==> config.mk <==
export PLATFORM = sky130hd
export DESIGN_NAME = mbus_master
export DESIGN_NICKNAME = d
export VERILOG_FILES = /design/src/rtl/mbus_pkg.sv /design/src/rtl/mbus_seq.sv /design/src/rtl/mbus_lanes.sv /design/src/rtl/mbus_master.sv
export SDC_FILE = /design/constraint.sdc
export NUM_CORES = 1
export LEC_CHECK = 0
export BUFFER_PORTS_ARGS = -buffer_cell sky130_fd_sc_hd__clkbuf_2
export CAP_MARGIN = 20
export CORE_MARGIN = 8
export CORE_UTILIZATION = 52
export DETAILED_ROUTE_END_ITERATION = 6
export MAX_ROUTING_LAYER = met4
export PLACE_DENSITY_LB_ADDON = 0.25
export SYNTH_ARGS = -nofsm -noshare
export SYNTH_HDL_FRONTEND = slang
export SYNTH_SLANG_ARGS = --single-unit
export TNS_END_PERCENT = 30
==> constraint.sdc <==
create_clock -name clk -period 4 [get_ports clk]
set_clock_uncertainty 0.15 [all_clocks]
set_input_delay 0.8 -clock clk [delete_from_list [all_inputs] [get_ports clk]]
set_output_delay 0.8 -clock clk [all_outputs]
set_load 0.01 [all_outputs]
==> src/rtl/mbus_pkg.sv <==
package mbus_pkg;
  typedef enum logic [1:0] {
    ST_IDLE = 2'd0,
    ST_ADDR = 2'd1,
    ST_DATA = 2'd2
  } bus_st_e;
endpackage

==> src/rtl/mbus_seq.sv <==
module mbus_seq
  import mbus_pkg::*;
#(
  parameter int BEAT_W = 3,
  parameter int LEN_W  = BEAT_W + 1
) (
  input  logic              clk,
  input  logic              rst_n,
  input  logic              start,
  input  logic [LEN_W-1:0]  len_m1,
  input  logic              rdy,
  output bus_st_e           st,
  output logic [BEAT_W-1:0] beat,
  output logic              beat_done,
  output logic              done
);
  // index of the final beat: bytes rounded up to half-words, minus one
  function automatic logic [BEAT_W-1:0] last_idx(input logic [LEN_W-1:0] n);
    return BEAT_W'(n >> 1);
  endfunction

  logic [BEAT_W-1:0] last_q;
  logic              final_beat;

  assign beat_done  = (st == ST_DATA) && rdy;
  assign final_beat = beat_done && (beat == last_q);

  always_ff @(posedge clk or negedge rst_n) begin
    if (!rst_n) begin
      st     <= ST_IDLE;
      beat   <= '0;
      last_q <= '0;
      done   <= 1'b0;
    end else begin
      done <= 1'b0;
      case (st)
        ST_IDLE: if (start) begin
          st     <= ST_ADDR;
          beat   <= '0;
          last_q <= last_idx(len_m1);
        end
        ST_ADDR: st <= ST_DATA;
        ST_DATA: begin
          if (final_beat) begin
            st   <= ST_IDLE;
            done <= 1'b1;
          end else if (beat_done) begin
            beat <= beat + 1'b1;
          end
        end
        default: st <= ST_IDLE;
      endcase
    end
  end
endmodule

==> src/rtl/mbus_lanes.sv <==
module mbus_lanes #(
  parameter int DATA_W = 16,
  parameter int BEATS  = 8,
  parameter int BEAT_W = $clog2(BEATS),
  parameter int LINE_W = DATA_W * BEATS
) (
  input  logic              clk,
  input  logic              rst_n,
  input  logic              start,
  input  logic [LINE_W-1:0] wdata_in,
  input  logic              is_write,
  input  logic [BEAT_W-1:0] beat,
  input  logic              beat_done,
  input  logic [DATA_W-1:0] ad_in,
  output logic [DATA_W-1:0] wr_half,
  output logic [LINE_W-1:0] rdata
);
  logic [LINE_W-1:0] wdata_q;

  assign wr_half = wdata_q[int'(beat)*DATA_W +: DATA_W];

  always_ff @(posedge clk or negedge rst_n) begin
    if (!rst_n) begin
      wdata_q <= '0;
      rdata   <= '0;
    end else if (start) begin
      wdata_q <= wdata_in;
      rdata   <= '0;
    end else if (beat_done && !is_write) begin
      rdata[int'(beat)*DATA_W +: DATA_W] <= ad_in;
    end
  end
endmodule

==> src/rtl/mbus_master.sv <==
module mbus_master
  import mbus_pkg::*;
#(
  parameter int ADDR_W = 32,
  parameter int DATA_W = 16,
  parameter int BEATS  = 8,
  localparam int BEAT_W = $clog2(BEATS),
  localparam int LEN_W  = BEAT_W + 1,
  localparam int LINE_W = DATA_W * BEATS
) (
  input  logic                 clk,
  input  logic                 rst_n,
  input  logic                 req_valid,
  output logic                 req_ready,
  input  logic [ADDR_W-1:0]    req_addr,
  input  logic [LEN_W-1:0]     req_len_m1,
  input  logic                 req_write,
  input  logic [LINE_W-1:0]    req_wdata,
  output logic [LINE_W-1:0]    rsp_rdata,
  output logic                 rsp_done,
  output logic [ADDR_W-DATA_W-1:0] a_hi,
  output logic [DATA_W-1:0]    ad_out,
  output logic                 ad_oe,
  input  logic [DATA_W-1:0]    ad_in,
  output logic [BEAT_W-1:0]    wa_out,
  output logic                 ale,
  output logic                 as_n,
  output logic                 wr,
  output logic                 den_n,
  output logic                 dtr,
  input  logic                 rdy
);
  bus_st_e           st;
  logic [BEAT_W-1:0] beat;
  logic              beat_done;
  logic              start;
  logic [ADDR_W-1:0] addr_q;
  logic              wr_q, dtr_q;
  logic [DATA_W-1:0] wr_half;

  assign req_ready = (st == ST_IDLE);
  assign start     = req_valid && req_ready;

  mbus_seq #(.BEAT_W(BEAT_W), .LEN_W(LEN_W)) seq_i (
    .clk(clk), .rst_n(rst_n), .start(start), .len_m1(req_len_m1),
    .rdy(rdy), .st(st), .beat(beat), .beat_done(beat_done), .done(rsp_done)
  );

  mbus_lanes #(.DATA_W(DATA_W), .BEATS(BEATS)) lanes_i (
    .clk(clk), .rst_n(rst_n), .start(start), .wdata_in(req_wdata),
    .is_write(wr_q), .beat(beat), .beat_done(beat_done), .ad_in(ad_in),
    .wr_half(wr_half), .rdata(rsp_rdata)
  );

  always_ff @(posedge clk or negedge rst_n) begin
    if (!rst_n) begin
      addr_q <= '0;
      wr_q   <= 1'b0;
      dtr_q  <= 1'b1;
    end else if (start) begin
      addr_q <= req_addr;
      wr_q   <= req_write;
      dtr_q  <= req_write;
    end
  end

  assign a_hi   = addr_q[ADDR_W-1:DATA_W];
  assign wa_out = addr_q[BEAT_W:1] + beat;
  assign ale    = (st == ST_ADDR);
  assign as_n   = (st != ST_ADDR);
  assign den_n  = (st != ST_DATA);
  assign ad_oe  = (st == ST_ADDR) || ((st == ST_DATA) && wr_q);
  assign ad_out = (st == ST_ADDR) ? addr_q[DATA_W-1:0] : wr_half;
  assign wr     = wr_q;
  assign dtr    = dtr_q;
endmodule

### Word-level counts from Yosys, hierarchy flattened

Cells that the tools add are included.
W data, S select, Z words.

* bits in latches: 0
* word-level logic and storage cells: 50
* bits in writable memories: 0
* memories kept: 0
* output and inout port bits: 171
* input port bits: 185
* ROM bits: 0
* flip-flop bits (word level): 299

* equal/unequal tests: 9
* shifts and indexed selects: 3
* multiply operators: 0
* divide/modulo/power cells: 0
* bitwise logic cells: 0
* reductions and logical operators: 13
* mux-type cells: 13
* order comparisons: 0
* $add $sub $neg: 3

Operators by type and width (count)
* $mux W128: 2
* $bwmux W128: 1
* $shift A16 B33 Y128 const A: 1
* $shiftx A128 B8 Y16: 1
* $shiftx A16 B33 Y128: 1
* $neg A7 Y33: 1
* $mux W16: 1
* $mux W3: 3
* $ne A2 B1 Y1 const B: 4
* $pmux W2 S3: 1
* $pmux W3 S2: 1
* $logic_and A1 B1 Y1: 5
* $mux W2: 2
* $ne A2 B2 Y1 const B: 2
* $reduce_and A2 Y1: 2
* $reduce_and A4 Y1: 1
* $reduce_bool A2 Y1: 2
* $add A3 B1 Y3 const B: 1
* $add A3 B3 Y3: 1
* $eq A3 B3 Y1: 1
* $eq A2 B1 Y1 const B: 1
* $eq A2 B2 Y1 const B: 1
* $logic_not A2 Y1: 1
* $mux W1: 2
* 2 further kinds: 2

### Logic depth before layout (Yosys ltp)

* word-level depth: 5
* gate-level depth with buffers: 11
* mapped depth without buffers: 7

### Cells and area by module

A second synthesis with hierarchy kept.

* cell total of the unflattened synthesis: 1015
* area, all modules: 13611.8 um^2

Modules (own cells, without submodules)
* mbus_lanes: area an instance 11474.8 um^2, seq. area each 6406.1 um^2, times used 1, cells an instance 862
* mbus_master: area an instance 1691.6 um^2, seq. area each 852.1 um^2, times used 1, cells an instance 119
* mbus_seq: area an instance 445.4 um^2, seq. area each 225.2 um^2, times used 1, cells an instance 34

### Worst setup path after synthesis

OpenSTA, ideal clock, no wires.

* path kind: register -> register
* start: register seq_i.beat[1]
* end: register lanes_i.rdata[115]
* setup time: 0.121 ns
* clock period less this slack: 2.963 ns
* cell stages (with the launch flop): 11
* arrival time: 2.692 ns
* buffers on the path: 3
* slack: 1.037 ns
* required time: 3.729 ns
* cell sequence: dfrtp_1 > buf_2 > buf_2 > inv_1 > ha_1 > ha_1 > or3_4 > a211o_4 > and2_4 > buf_6 > a22o_1

* longest elaborated chain between the ends: 5
* elaborated cells between the ends (all ways): 6
* classes of those cells: add/sub (1); shift (2); mux (3)

RTL lines
* start, declared: RTL line mbus_seq.sv:13 `output logic [BEAT_W-1:0] beat,`
* start signal, assigned: RTL line mbus_seq.sv:48 `beat <= beat + 1'b1;`
* $neg A7 Y33 (*): RTL line mbus_lanes.sv:30 `rdata[int'(beat)*DATA_W +: DATA_W] <= ad_in;`
* $shiftx A16 B33 Y128 or $shift A16 B33 Y128 (tied branches): RTL line mbus_lanes.sv:30
* $bwmux W128 (*): RTL line mbus_lanes.sv:30
* $mux W128 (*): RTL line mbus_lanes.sv:29 `end else if (beat_done && !is_write) begin`
* $mux W128 (*): RTL line mbus_lanes.sv:26 `end else if (start) begin`
* end signal, assigned by index: RTL line mbus_lanes.sv:30
* end, declared: RTL line mbus_lanes.sv:16 `output logic [LINE_W-1:0] rdata`

Every way passes the cells marked *; elsewhere a longest branch is shown, timed or not. The select of a mux whose other input is x is not followed.
A chain may end at the register's enable or synchronous reset.

### Worst setup path in the final report

* start: register seq_i.st[1]
* end: output port ad_out[10]

* longest elaborated chain between the ends: 2

RTL lines
* start, declared: RTL line mbus_seq.sv:12 `output bus_st_e st,`
* start signal, assigned: RTL line mbus_seq.sv:30 `st <= ST_IDLE;`
* start signal, assigned: RTL line mbus_seq.sv:38 `st <= ST_ADDR;`
* start signal, assigned: RTL line mbus_seq.sv:42 `ST_ADDR: st <= ST_DATA;`
* $eq A2 B1 Y1: RTL line mbus_master.sv:73 `assign ad_out = (st == ST_ADDR) ? addr_q[DATA_W-1:0] : wr_half;`
* $mux W16: RTL line mbus_master.sv:73
* end, declared: RTL line mbus_master.sv:22 `output logic [DATA_W-1:0] ad_out,`

No other way between the ends.

==> flow_summary.json <==
{
  "io_buffer_count": 354,
  "clk-insertion-delay-late_ns": 0.54,
  "dp.cells": 1833,
  "placed_area_mm2": 0.0147,
  "power_density_mw_per_mm2": 714,
  "cts_sinks": 299,
  "start_kind": "flip-flop",
  "syn_area_mm2": 0.0127,
  "status": "complete, no violations",
  "synth.area.top_cells": "dfrtp_1 (59%), nand2_1 (15%), a22o_1 (5.7%)",
  "area_delta_synth_final_pct": 23.2,
  "ctsHoldBuffers": 0,
  "synth_common_cells": "nand2_1 (520), dfrtp_1 (298), a22o_1 (83)",
  "crit_fanout": 20,
  "wire_per_inst_um": 20.3,
  "synth.largest_area_cell": "dfrtp_1",
  "path_class": "flip-flop to output port",
  "fin_setup_tns_ns": 0,
  "dieArea_mm2": 0.0297,
  "wl_mm": 38.3,
  "rsz0062_at_grt": "false",
  "clk_pin_slew_ns": 0.06,
  "numCtsBuffers": 30,
  "syn_inst": 1230,
  "end_kind": "output port",
  "io_pins": 356,
  "timing.rr.start": "seq_i.beat[2]",
  "rows": 57,
  "drive_gt1_frac": 0.305,
  "n_fill_cell": 2027,
  "synth_cell_types": 52,
  "start_util": 0.526,
  "grt_pass1_wl_mm": 59.2,
  "worst_pin_slew_ns": 0.992,
  "worst_ep_arrival_time_ns": 2.81,
  "cts_tree": "built",
  "r2r_end": "lanes_i.rdata[89]",
  "fin_crit_ns": 3.76,
  "maxSlewViolCount": 0,
  "cts_max_path_buffers": 3,
  "worst_hold_path_type": "input pin to async pin",
  "grt_max_degree": 158,
  "yosysSeqAreaShare": 0.590,
  "grt_antenna_before_repair": 2,
  "final_nets": 1732,
  "ys_ff_latch": 299,
  "drtIter0Drc": 1108,
  "yosysMostFrequentCell": "nand2_1",
  "setup-violations-final": 0,
  "drc_errors": 0,
  "syn-num-nets": 1421,
  "antenna_left": 0,
  "overflow": 0,
  "dp_hpwl_mm": 27.2,
  "synthArstFlopShare": 1.00,
  "ff2ff_setup_slack_ns": 0.73,
  "p_leak_nw": 8.41,
  "max-cap-violations": 0,
  "ys_warn_count": 0,
  "coreArea_mm2": 0.0241,
  "slew_headroom": 0.336,
  "min_period_over_period": 0.939,
  "cts_setup_buffers": 0,
  "avgSynthCellArea_um2": 10.3,
  "globalplace.congestion": 0.860,
  "fin_cells": 1889,
  "final-hold-violation-count": 0,
  "crit_required_ns": 3.05,
  "grt_util_all_layers": 0.264,
  "ir_drop_v": 0.000461,
  "vias_per_cell": 5.50,
  "fmax_ghz": 0.266,
  "vias": 10400,
  "grt_pass1_vias": 10600,
  "root_buffer": "clkbuf_16",
  "synth_ff_type": "dfrtp_1",
  "die_h_um": 172,
  "fin_area_mm2": 0.0156,
  "yosys.area.top_type_share": 0.588,
  "h-tree-depth": 1,
  "synth_edf_count": 0,
  "first_pass_iters": 6,
  "die_width_um": 172,
  "worst_r2r_path_depth": 6,
  "ctsResizeCount": 0
}
-- per-stage QoR --
step / setup slack, ns / power [mW] / hold slack [ns] / utilization
floorplan: 1.04 / 7.08 / 0.290 / -
CTS: 0.250 / 11.2 / 0.192 / 0.649
global route: 0.112 / 11.9 / 0.215 / 0.649
finish: 0.244 / 11.2 / 0.142 / 0.649
detailed placement: 0.718 / 8.44 / 0.303 / 0.608
global placement: 0.813 / 8.32 / 0.300 / 0.608
-- state kept, by name, summed over array words and instances (netlist names) --
signal and cells:
lanes_i.rdata 128, lanes_i.wdata_q 128, addr_q 32, seq_i.beat 3
seq_i.last_q 3, seq_i.st 2, dtr 1, seq_i.done 1
wr 1
-- how the worst max path moves through the flow --
| stage | startpoint | end | slack (ns) | cells past startpoint |
|---|---|---|---|---|
| after global routing | seq_i.st[1] | ad_out[10] | 0.11 | 6 |
| after CTS | seq_i.st[1] | ad_out[10] | 0.25 | 6 |
| after detailed placement | seq_i.beat[2] | lanes_i.rdata[89] | 0.72 | 6 |
| final | seq_i.st[1] | ad_out[10] | 0.24 | 6 |
| after floorplan | seq_i.beat[1] | lanes_i.rdata[115] | 1.04 | 10 |
| after global placement | seq_i.beat[1] | ad_out[10] | 0.81 | 5 |
-- critical path: stages, from the launching register on --
cell and delay (ns):
dfrtp_1 0.52, nand2b_1 0.16, buf_4 0.23, clkinv_1 0.13, nor2_2 0.68, a221o_1 0.37
clkbuf_2 0.17
-- cell usage in the layout (no fill, tap or decap), types with 4 or more instances in the layout --
cell and instances:
buf_12 5, nand2_1 520, and3_1 21, o21ai_0 27, o21ai_1 20, clkbuf_16 31, clkbuf_1 9, buf_4 16
clkbuf_8 9, clkbuf_2 353, a22o_1 83, nand3_1 49, nor2_1 6, inv_1 9, mux4_2 32, xnor2_1 4
mux2i_1 4, a221o_1 16, ha_1 5, dfrtp_1 296
-- layout make-up --
cell class / instances / area, µm² / share of cell area
well taps: 324 / 405 / 0.0259
clock buffers: 49 / 933 / 0.0597
multi-input cells: 824 / 4710 / 0.301
inverters: 11 / 46.3 / 0.00296
clock inverters: 4 / 45.0 / 0.00288
diodes: 3 / 7.51 / 0.000480
repair buffers: 375 / 2000 / 0.128
flip-flops and latches: 299 / 7490 / 0.479
-- logic make-up (layout without fill, tap and decap cells) --
group                    count (synthesis)  in the layout  synth area share
adder cells (fa/ha/maj)                  6              6           0.00651
flip-flops                             299            299             0.590
XOR/XNOR                                 5              5           0.00345
AND/OR/NAND/NOR                        619            619             0.202
multiplexers                            36             36            0.0599
AO/OA/AOI/OAI                          158            158            0.0982
other                                    0              3                 0
buffers and inverters                  107            439            0.0406
-- where the power goes --
| part | switching (mW) | leakage [nW] | internal (mW) | total, mW |
|---|---|---|---|---|
| clock network | 1.14 | 0.483 | 1.64 | 2.78 |
| registers | 0.591 | 3.91 | 3.92 | 4.51 |
| logic | 2.29 | 4.01 | 1.58 | 3.87 |
-- per-layer routing --
layer  track usage  vias up  share of wire
met5             -        -              0
met4        0.0971        0          0.038
met3        0.0454       82          0.082
met2         0.415      447           0.48
met1         0.344     5103           0.40
li1              -     4750              -
No activity file was read; power rests on OpenSTA's default activity.
